**src/rtl/netif_ctl_pkg.sv**
```systemverilog
package netif_ctl_pkg;

    localparam int REG_W = 8;

    // Bit positions of the control/status byte; host code decodes them.
    localparam int B_RX_IE   = 7;
    localparam int B_TX_IE   = 6;
    localparam int B_RX_SEEN = 5;
    localparam int B_TX_SEEN = 4;
    localparam int B_LAST_RX = 2;
    localparam int B_WIN_SEL = 1;
    localparam int B_PHY_RST = 0;

    // Event kinds, used to index the sticky flag array.
    localparam int N_EVT  = 2;
    localparam int EVT_RX = 0;
    localparam int EVT_TX = 1;

    typedef struct packed {
        logic rx_ie;
        logic tx_ie;
        logic rx_seen;
        logic tx_seen;
        logic rsvd;
        logic last_rx;
        logic win_sel;
        logic phy_hold;
    } ctl_byte_t;

    typedef struct packed {
        logic rx_ie;
        logic tx_ie;
        logic win_sel;
        logic phy_hold;
    } host_ctl_t;

    function automatic host_ctl_t take_host_bits(input logic [REG_W-1:0] d);
        host_ctl_t h;
        h.rx_ie    = d[B_RX_IE];
        h.tx_ie    = d[B_TX_IE];
        h.win_sel  = d[B_WIN_SEL];
        h.phy_hold = d[B_PHY_RST];
        return h;
    endfunction

    function automatic logic irq_level(input host_ctl_t h,
                                       input logic [N_EVT-1:0] seen);
        return (h.rx_ie & seen[EVT_RX]) | (h.tx_ie & seen[EVT_TX]);
    endfunction

endpackage

```
**src/rtl/netif_ctl_decode.sv**
```systemverilog
module netif_ctl_decode #(
    parameter int                ADDR_W   = 8,
    parameter logic [ADDR_W-1:0] REG_ADDR = 8'h41
) (
    input  logic [ADDR_W-1:0] addr_i,
    input  logic              rd_i,
    input  logic              wr_i,
    output logic              rd_hit_o,
    output logic              wr_hit_o
);
    logic match;

    always_comb begin
        match    = (addr_i == REG_ADDR);
        rd_hit_o = rd_i & match;
        wr_hit_o = wr_i & match;
    end
endmodule

```
**src/rtl/netif_ctl_flag.sv**
```systemverilog
module netif_ctl_flag (
    input  logic clk,
    input  logic rst,
    input  logic set_i,
    input  logic clr_i,
    output logic flag_o
);
    always_ff @(posedge clk) begin
        if (rst)        flag_o <= 1'b0;
        else if (set_i) flag_o <= 1'b1;
        else if (clr_i) flag_o <= 1'b0;
    end

    AST_EVENT_SETS: assert property (@(posedge clk) disable iff (rst)
        set_i |=> flag_o);
    AST_CLEAR_ON_WRITE: assert property (@(posedge clk) disable iff (rst)
        (clr_i && !set_i) |=> !flag_o);
    AST_STICKY: assert property (@(posedge clk) disable iff (rst)
        (flag_o && !clr_i) |=> flag_o);
endmodule

```
**src/rtl/netif_ctl_hostbits.sv**
```systemverilog
module netif_ctl_hostbits
    import netif_ctl_pkg::*;
(
    input  logic             clk,
    input  logic             rst,
    input  logic             wr_i,
    input  logic [REG_W-1:0] wdata_i,
    input  logic             rx_ok_i,
    input  logic             rx_buf_i,
    output host_ctl_t        ctl_o,
    output logic             last_rx_o
);
    always_ff @(posedge clk) begin
        if (rst)       ctl_o <= '0;
        else if (wr_i) ctl_o <= take_host_bits(wdata_i);
    end

    always_ff @(posedge clk) begin
        if (rst)          last_rx_o <= 1'b0;
        else if (rx_ok_i) last_rx_o <= rx_buf_i;
    end

    AST_PHY_FOLLOWS_WRITE: assert property (@(posedge clk) disable iff (rst)
        wr_i |=> ctl_o.phy_hold == $past(wdata_i[B_PHY_RST]));
    AST_LAST_BUF_HOLDS: assert property (@(posedge clk) disable iff (rst)
        !rx_ok_i |=> $stable(last_rx_o));
    AST_LAST_BUF_LOADS: assert property (@(posedge clk) disable iff (rst)
        rx_ok_i |=> last_rx_o == $past(rx_buf_i));
endmodule

```
**src/rtl/netif_ctl_reg.sv**
```systemverilog
module netif_ctl_reg
    import netif_ctl_pkg::*;
#(
    parameter int                ADDR_W   = 8,
    parameter logic [ADDR_W-1:0] REG_ADDR = 8'h41
) (
    input  logic              clk,
    input  logic              rst,
    input  logic [ADDR_W-1:0] bus_addr,
    input  logic [7:0]        bus_wdata,
    input  logic              bus_rd,
    input  logic              bus_wr,
    output logic [7:0]        bus_rdata,
    input  logic              rx_frame_ok,
    input  logic              rx_buf_id,
    input  logic              tx_frame_done,
    output logic              irq,
    output logic              phy_reset,
    output logic              rx_win_sel
);
    logic             rd_hit, wr_hit, last_rx;
    host_ctl_t        hctl;
    logic [N_EVT-1:0] evt_in, seen;
    ctl_byte_t        view;

    netif_ctl_decode #(.ADDR_W(ADDR_W), .REG_ADDR(REG_ADDR)) u_dec (
        .addr_i(bus_addr), .rd_i(bus_rd), .wr_i(bus_wr),
        .rd_hit_o(rd_hit), .wr_hit_o(wr_hit)
    );

    netif_ctl_hostbits u_host (
        .clk(clk), .rst(rst), .wr_i(wr_hit), .wdata_i(bus_wdata),
        .rx_ok_i(rx_frame_ok), .rx_buf_i(rx_buf_id),
        .ctl_o(hctl), .last_rx_o(last_rx)
    );

    assign evt_in[EVT_RX] = rx_frame_ok;
    assign evt_in[EVT_TX] = tx_frame_done;

    for (genvar e = 0; e < N_EVT; e++) begin : g_flag
        netif_ctl_flag u_flag (
            .clk(clk), .rst(rst), .set_i(evt_in[e]), .clr_i(wr_hit),
            .flag_o(seen[e])
        );
    end

    always_comb begin
        view          = '0;
        view.rx_ie    = hctl.rx_ie;
        view.tx_ie    = hctl.tx_ie;
        view.rx_seen  = seen[EVT_RX];
        view.tx_seen  = seen[EVT_TX];
        view.last_rx  = last_rx;
        view.win_sel  = hctl.win_sel;
        view.phy_hold = hctl.phy_hold;
        bus_rdata     = rd_hit ? view : '0;
    end

    assign irq        = irq_level(hctl, seen);
    assign phy_reset  = hctl.phy_hold;
    assign rx_win_sel = hctl.win_sel;

    // Write data bits that have no storage behind them.
    logic unused_wbits;
    assign unused_wbits = ^{bus_wdata[5:2]};

    AST_RX_RAISES_IRQ: assert property (@(posedge clk) disable iff (rst)
        (rx_frame_ok && !wr_hit && hctl.rx_ie) |=> irq);
    AST_WRITE_DROPS_IRQ: assert property (@(posedge clk) disable iff (rst)
        (wr_hit && !rx_frame_ok && !tx_frame_done) |=> !irq);
    AST_QUIET_BUS: assert property (@(posedge clk) disable iff (rst)
        !(bus_rd && bus_addr == REG_ADDR) |-> bus_rdata == 8'h00);
    AST_FOREIGN_WRITE: assert property (@(posedge clk) disable iff (rst)
        (bus_wr && bus_addr != REG_ADDR && !rx_frame_ok && !tx_frame_done)
        |=> $stable(irq) && $stable(phy_reset) && $stable(rx_win_sel));
endmodule

```
**config.mk**
```make
export PLATFORM = sky130hd
export DESIGN_NAME = netif_ctl_reg
export DESIGN_NICKNAME = d
export VERILOG_FILES = /design/src/rtl/netif_ctl_pkg.sv /design/src/rtl/netif_ctl_decode.sv /design/src/rtl/netif_ctl_flag.sv /design/src/rtl/netif_ctl_hostbits.sv /design/src/rtl/netif_ctl_reg.sv
export SDC_FILE = /design/constraint.sdc
export NUM_CORES = 1
export LEC_CHECK = 0
export BUFFER_PORTS_ARGS = -buffer_cell sky130_fd_sc_hd__buf_2
export CAP_MARGIN = 5
export CORE_AREA = 4 4 41 43
export CTS_CLUSTER_DIAMETER = 40
export CTS_CLUSTER_SIZE = 14
export DETAILED_ROUTE_END_ITERATION = 8
export DIE_AREA = 0 0 45 47
export PLACE_DENSITY = 0.66
export SYNTH_ARGS = -nofsm -noshare
export SYNTH_HDL_FRONTEND = slang
export SYNTH_SLANG_ARGS = --single-unit
```
**constraint.sdc**
```tcl
create_clock -name clk -period 3.3 [get_ports clk]
set_input_delay 0.165 -clock clk [delete_from_list [all_inputs] [get_ports clk]]
set_output_delay 0.165 -clock clk [all_outputs]
set_load 0.02 [all_outputs]
```
==> results.toml, run 1 <==
[power]
ir_drop_mv = 0.169
leakagePower_nw = 0.294
power.density_nw_per_um2 = 331

[detailed_routing]
vias = 395
avgViaCountPerCell = 4.44
drtIter0Drc = 6
drt-pass1-iter-count = 3
wirelength_um = 935
wl_per_cell_um = 10.5
ant_nets = 0
drc = 0

[setup_path]
cp-end-kind = "output pin"
worstPathArrival_ns = 1.48
setup.worst_path.start_class = "primary input"
critPathMostFrequentCell = "buf_2"
cp.required_ns = 3.13
timing_worst_setup_path_type = "primary input to output pin"
slowest_stage = "or4_4"
path_cells = "buf_2 -> or4_4 -> nor3_2 -> and2_1 -> buf_2"
slowest_delay_ns = 0.57
critPathMaxFanout = 7

[placement]
place_congestion = 0.605
portBuffers = 28
place.detailed.instances = 85

[run]
drv_cap = 0

[cells_and_area]
area_delta_synth_final_pct = 43.4
fin_nets = 98
drive_above_1_share = 0.473
antenna_cells = 0
layout.cells.non_filler = 89

[clocking]
tritoncts = "done"
root_buffer = "clkbuf_4"
clk_path_buf_depth = 2
ctsResizeCount = 0
clock-sinks = 7
worstSkewPairLatency_ns = 0.25
htree_levels = 1
path_clk_slew_ns = 0.05
ctsHoldBuffers = 0
post_cts_buffers = 0
numCtsBuffers = 3

[logic_synthesis]
synth_fa_ha_area_frac = 0
synth.area.top_cells = "dfxtp_1 35%, mux2i_1 13%, nand2b_1 13%"
ys_top_cells_by_count = "8 x nand2b_1, 7 x and2_1, 7 x dfxtp_1, 5 x mux2i_1, 3 x inv_1"
synth_mux_area_frac = 0.125
syn_inst = 44
syn_avg_cell_area_um2 = 9.10
netlist_area_um2 = 400
yosysMostFrequentCell = "nand2b_1"
synth_seq_area_share = 0.350
ys_ff_latch = 7
synth_flop_cell = "dfxtp_1"
synth-simple-area-share = 0.366
ys_warn_count = 0
synth-edff-count = 0
yosysTopAreaCellShare = 0.350
yosysTopAreaCell = "dfxtp_1"
synthArstFlopShare = 0
synth_compound_area_frac = 0.0844
ys_types = 17
synth_top_family_by_area = "simple AND/OR/NAND/NOR gates"
syn_nets = 67
synth-xor-area-share = 0

[floorplan]
core_um2 = 1300
start_util = 0.308
die_area_um2 = 2120
ioPinCount = 34
die_h_um = 47
die_x_um = 45
rows = 13

[sta]
skew_ns = 0
maxSlewViolCount = 0
finalHoldViolations = 0
rsz0062_at_grt = "no"
post-route-period-util = 0.499
setup_viol = 0
fin_setup_tns_ns = 0
layout_min_cycle_time_ns = 1.65
clock.fmax_mhz = 608

[global_route]
grt_overflow_total = 0
first_global_vias = 382
grt_max_degree = 12
antenna_found_initial = 0
grt_pass1_wl_um = 1490
grt_use_total = 0.101

[outcome]
outcome = "completed"

[worst_hold_path]
min_path_type = "primary input to flip-flop"
==> critical path: cells and delay by family <==
kind | cells | cell delay (ns)
and+or+nand+nor | 3 | 1.06
buffers and inverters | 2 | 0.25
==> through the flow <==
step | utilization | area (um2) | setup slack [ns] | power (mW) | hold slack [ns]
finish | 0.441 | 574 | 1.65 | 0.190 | 0.146
floorplan | - | 400 | 1.93 | 0.102 | 0.294
detailed placement | 0.421 | 548 | 1.63 | 0.113 | 0.411
global placement | 0.421 | 548 | 1.65 | 0.113 | 0.403
CTS | 0.441 | 574 | 1.63 | 0.192 | 0.145
global route | 0.441 | 574 | 1.53 | 0.200 | 0.165
==> cell usage in the layout, fill, tap and decap left out <==
| master | n |
|---|---|
| buf_2 | 28 |
| nand2b_1 | 8 |
| and2_1 | 7 |
| dfxtp_1 | 7 |
| mux2i_1 | 5 |
| inv_1 | 3 |
| clkbuf_4 | 3 |
| o31ai_1 | 2 |
| a21oi_1 | 2 |
| nand4bb_1 | 1 |
| or4_4 | 1 |
| nor3_2 | 1 |
| a22o_1 | 1 |
| inv_2 | 1 |
| nor2_1 | 1 |
| nor3_4 | 1 |
| conb_1 | 1 |
| clkbuf_1 | 1 |
==> sequential cells by signal, indices dropped and copies added, names as in the netlist <==
signal	count
u_host.ctl_o	4
g_flag.u_flag.flag_o	2
u_host.last_rx_o	1
==> area by class of cell <==
class	count	area (um2)
sequential	7	140
timing repair buffer	28	140
multi-input combinational	31	234
inverter	4	15.0
clock buffer	4	26.3
tap	15	18.8
fill	148	727
==> layer usage <==
metal,track usage,part of all wire
met5,0,0
met4,0.0877,0.021
met3,0.0345,0.17
met2,0.158,0.40
met1,0.109,0.41
==> logic make-up after synthesis <==
family | Yosys count
compound gates | 5
buf+inv | 6
flops | 7
mux | 5
other cells | 1
simple gates | 20
==> where the power goes <==
group,internal [mW],total [mW],leakage (nW),switching (mW)
clock,0.0462,0.0790,0.0150,0.0328
combinational,0.0127,0.0224,0.221,0.00971
sequential,0.0871,0.0886,0.0572,0.00151
==> path summary, 6_finish.rpt <==
path | cells after the start | from | endpoint | slack (ns)
setup reg to reg | 2 | g_flag[1].u_flag.flag_o | g_flag[1].u_flag.flag_o | 2.68
hold / removal | 3 | tx_frame_done | g_flag[1].u_flag.flag_o | 0.15
hold reg to reg | 2 | u_host.ctl_o[1] | u_host.ctl_o[1] | 0.48
setup / recovery | 5 | bus_addr[3] | bus_rdata[7] | 1.65
No activity file was read; power rests on OpenSTA's default activity.
==> run 2: changes to the inputs <==
- ABC_AREA: default -> 1
- PLACE_DENSITY: 0.66 -> 0.7
- clock period: 3.3 -> 1.5 ns (I/O delays scaled with it)
==> run 2 against run 1 <==
Synthesized cell count up 48%. Wire length increased by 2.1%. Die area did not move. First-iteration DRC count increased by 17%. Clock power rose by 120%. Sequential share of layout area fell by 1.4 points. Register-to-register slack worse by 1.8 ns. Global-route usage about the same. Design area rose by 5.9%. Power is 130% higher. Synthesized area grew 6.3%. Critical endpoint is now irq. Highest routed layer unchanged.
==> results.toml, run 2 <==
[floorplan]
ioPinCount = 34
die_h_um = 47
die_x_um = 45
rows = 13
core_um2 = 1300
die_area_um2 = 2120
start_util = 0.327

[logic_synthesis]
syn_inst = 65
synth-edff-count = 0
yosysTopAreaCell = "dfxtp_1"
netlist_area_um2 = 425
synth_seq_area_share = 0.329
synth_flop_cell = "dfxtp_1"
ys_ff_latch = 7
ys_types = 16
ys_top_cells_by_count = "14 x inv_1, 13 x nor2_1, 8 x nand2_1, 7 x a21oi_1, 7 x dfxtp_1"
ys_warn_count = 0
yosysMostFrequentCell = "inv_1"
syn_nets = 88
synthArstFlopShare = 0
synth.area.top_cells = "dfxtp_1 33%, inv_1 12%, nor2_1 11%"
syn_avg_cell_area_um2 = 6.54
yosysTopAreaCellShare = 0.329

[clocking]
htree_levels = 1
clk_path_buf_depth = 2
root_buffer = "clkbuf_4"
worstSkewPairLatency_ns = 0.25
clock-sinks = 7
numCtsBuffers = 3
path_clk_slew_ns = 0.06
tritoncts = "done"

[setup_path]
worstPathArrival_ns = 0.97
worst-r2r-setup-slack_ns = 0.92
timing_worst_setup_path_type = "flip-flop to output pin"
critPathMaxFanout = 2
cp-end-kind = "output pin"
cp.required_ns = 1.42
setup.worst_path.start_class = "flip-flop"

[sta]
skew_ns = 0
finalHoldViolations = 0
rsz0062_at_grt = "no"
post-route-period-util = 0.698
setup_viol = 0
layout_min_cycle_time_ns = 1.05
fin_setup_tns_ns = 0
fin_ws_ns = 0.453
maxSlewViolCount = 0
clock.fmax_mhz = 955

[power]
intPower_uw = 323
power_frac_clock = 0.409
power_uw = 430
ir_drop_mv = 0.327
power.density_nw_per_um2 = 707
pwr-share-comb = 0.139
switching_share = 0.248
leakagePower_nw = 0.358
power.switching_uw = 107
p_seq_frac = 0.452

[detailed_routing]
wirelength_um = 955
vias = 464
ant_nets = 0
wl_per_cell_um = 8.60
drc = 0
drtIter0Drc = 7
drt-pass1-iter-count = 4
avgViaCountPerCell = 4.18

[global_route]
grt_use_total = 0.101
antenna_found_initial = 0
first_global_vias = 382
grt_max_degree = 10
grt_pass1_wl_um = 1530
grt_overflow_total = 0

[placement]
place_congestion = 0.689
place_area_um2 = 572
portBuffers = 28
dp_hpwl_um = 822
pre_cts_slack_ns = 0.481

[cells_and_area]
fin_nets = 120
design_area_um2 = 608
area_delta_synth_final_pct = 42.9
top_register = "u_host.ctl_o"
top_regs = "u_host.ctl_o (4), g_flag.u_flag.flag_o (2), u_host.last_rx_o (1)"
final_common_cell = "buf_2"
antenna_cells = 0
largest_reg_flops = 4
final_cell_mix = "28 x buf_2, 14 x inv_1, 13 x nor2_1, 8 x nand2_1"
drive_above_1_share = 0.385
fin_util = 0.467

[worst_hold_path]
min_path_type = "primary input to flip-flop"

[run]
drv_cap = 0

[outcome]
outcome = "completed"
run 2: changes by cell type in the layout (fill, tap and decap cells not counted), moves of 2 or more:
cell      change
mux2i_1       -5
nor2_2        +2
a21oi_1       +5
nor2_1       +12
nand2_2       +2
inv_1        +11
o31ai_1       -2
nand3b_1      +4
nand2b_1      -8
nand2_1       +8
and2_1        -7
run 2: per-layer routing:
metal,vias up,wire length [um],GRT usage
met1,191,398,0.128
li1,255,-,-
met2,16,466,0.153
met3,2,72,0.0230
met5,-,0,0
met4,0,17,0.0702
run 2: timing repair:
| action | CTS | global route |
|---|---|---|
| buffers inserted | 0 | 0 |
| hold buffers | 1 | 0 |
| endpoints found under the hold margin | 1 | 0 |
| resized for setup | 0 | 0 |
run 2: logic make-up (layout without fill, tap and decap cells):
family	count (synthesis)	in the layout	synth area share
compound gates	9	9	0.109
buf+inv	16	47	0.153
flops	7	7	0.329
other cells	1	1	0.00882
simple gates	32	32	0.400
run 2: worst max-delay path, cell delays in order (launching register included):
cell and delay (ns):
dfxtp_1 0.32, inv_1 0.06, o22ai_1 0.16, buf_2 0.19
run 2: layout make-up:
cell class	count	area, um2
Sequential cell	7	140
Tap cell	15	18.8
Timing Repair Buffer	29	150
Clock buffer	4	26.3
Multi-Input combinational cell	42	220
Fill cell	154	693
Inverter	14	52.6
run 2: power by group through the flow:
stage	logic (mW)	clock network, mW	registers, mW
after floorplan	0.0325	0	0.198
after detailed placement	0.0583	0	0.198
after global placement	0.0572	0	0.198
final	0.0599	0.176	0.194
after global routing	0.0682	0.195	0.195
after CTS	0.0605	0.183	0.194
run 2: final timing paths:
check / from / end / depth (start not counted)
worst min register to register: u_host.last_rx_o / u_host.last_rx_o / 2
worst max register to register: u_host.ctl_o[0] / u_host.ctl_o[0] / 2
worst min-delay path: tx_frame_done / g_flag[1].u_flag.flag_o / 3
worst max-delay path: u_host.ctl_o[3] / irq / 3
run 2: through the flow:
step | instances | hold WS [ns]
floorplan | 65 | 0.144
global placement | 106 | 0.268
detailed placement | 106 | 0.268
CTS | 111 | 0.0534
global route | 111 | 0.0834
finish | 111 | 0.0650
==> run 3: changes to the inputs <==
- PLACE_DENSITY: 0.7 -> 0.68
- clock period: 1.5 -> 1.1 ns (I/O delays scaled with it)
==> run 3 against run 2 <==
Critical path type unchanged. Sequential share of layout area decreased by 0.094 points. Combinational power increased by 38%. First-iteration DRC count decreased by 43%. Setup slack got worse by 0.38 ns. Clock skew unchanged. Design area increased by 0.41%.
==> results.toml, run 3 (synthesized netlist as in run 2, its figures left out) <==
[outcome]
outcome = "completed"

[setup_path]
worst-r2r-setup-slack_ns = 0.52
rr_startpoint = "u_host.ctl_o[1]"
setup.worst_path.start_class = "flip-flop"
r2r_cells = 2
cp-end-kind = "output pin"
worstPathArrival_ns = 0.97
r2r-end = "u_host.ctl_o[1]"
cp.required_ns = 1.04
timing_worst_setup_path_type = "flip-flop to output pin"
critPathMaxFanout = 2

[placement]
place.detailed.instances = 106
place_congestion = 0.749
place_area_um2 = 572
dp_hpwl_um = 846
portBuffers = 28

[clocking]
worstSkewPairLatency_ns = 0.25
tritoncts = "done"
numCtsBuffers = 3
path_clk_slew_ns = 0.05
htree_levels = 1
post_cts_buffers = 0
clock-sinks = 7
root_buffer = "clkbuf_4"
clk_path_buf_depth = 2

[sta]
rsz0062_at_grt = "no"
clock.fmax_mhz = 974
maxSlewViolCount = 0
finalHoldViolations = 0
fin_setup_tns_ns = 0
post-route-period-util = 0.933
skew_ns = 0
setup_viol = 0
hold_ws_ns = 0.0364
layout_min_cycle_time_ns = 1.03

[global_route]
grt-busiest-layer = "met2"
antenna_found_initial = 0
use_met1 = 0.111
first_global_vias = 459
grt_pass1_wl_um = 1660
grt_overflow_total = 0
grt_max_degree = 10
grt_use_total = 0.117
use_met3 = 0.0575
grt.met2_usage = 0.186

[worst_hold_path]
min_path_cells = 3
min_from = "tx_frame_done"
hold_end = "g_flag[1].u_flag.flag_o"
min_path_type = "primary input to flip-flop"

[floorplan]
start_util = 0.327
die_h_um = 47
die_x_um = 45
ioPinCount = 34
core_um2 = 1300
rows = 13
die_area_um2 = 2120

[detailed_routing]
wirelength_um = 1020
avgViaCountPerCell = 4.21
vias = 467
wl_per_cell_um = 9.18
drc = 0
drt-pass1-iter-count = 2
ant_nets = 0
drtIter0Drc = 4

[cells_and_area]
final_common_cell = "buf_2"
nFillCells = 152
layout.cells.non_filler = 111
antenna_cells = 0
top_regs = "u_host.ctl_o (4), g_flag.u_flag.flag_o (2), u_host.last_rx_o (1)"
final_cell_mix = "27 x buf_2, 14 x inv_1, 13 x nor2_1, 8 x nand2_1"
fin_nets = 120
design_area_um2 = 611
largest_reg_flops = 4
fin_util = 0.469
area_delta_synth_final_pct = 43.5
top_register = "u_host.ctl_o"
drive_above_1_share = 0.385

[power]
ir_drop_mv = 0.602
power.density_nw_per_um2 = 954
leakagePower_nw = 0.358

[run]
drv_cap = 0
run 3: cell counts in the layout (fill, tap and decap cells not counted):
Identical to the previous run, type by type.
run 3: report_power, final:
group          internal [mW]  switching [mW]
Combinational         0.0400          0.0429
Clock                  0.138          0.0955
Sequential             0.262         0.00308
Total                  0.441           0.141
run 3: through the flow:
| stage | worst slack [ns] | power, mW |
|---|---|---|
| global route | 0.00175 | 0.620 |
| detailed placement | 0.123 | 0.351 |
| floorplan | 0.247 | 0.314 |
| global placement | 0.133 | 0.348 |
| CTS | 0.0567 | 0.595 |
| finish | 0.0732 | 0.582 |
run 3: how the worst max path moves through the flow:
stage,from,endpoint,slack (ns),cells past startpoint
finish,u_host.ctl_o[3],irq,0.07,3
global placement,bus_addr[3],bus_rdata[6],0.13,7
CTS,u_host.ctl_o[3],irq,0.06,3
detailed placement,bus_addr[2],bus_rdata[7],0.12,7
global route,u_host.ctl_o[3],irq,0.002,3
floorplan,u_host.ctl_o[0],bus_rdata[0],0.25,2
run 3: repair_timing:
item,in CTS,in global routing
hold buffers,1,0
setup endpoints to repair,0,1
gates resized for setup,0,1
hold endpoints to repair,2,0
run 3: critical path, cell delays in order, from the launching register on:
cell and delay (ns):
dfxtp_1 0.33, inv_1 0.05, o22ai_1 0.17, buf_4 0.17
run 3: final cells by class:
class	count	area [um2]	area share
timing repair buffer	29	153	0.250
clock buffer	4	26.3	0.0430
tap	15	18.8	0.0307
inverter	14	52.6	0.0861
multi-input combinational	42	220	0.361
sequential	7	140	0.230
run 3: metal layers:
metal	vias to the layer above	wire length [um]
met4	0	34
li1	254	-
met3	5	89
met1	192	401
met5	-	0
met2	16	493
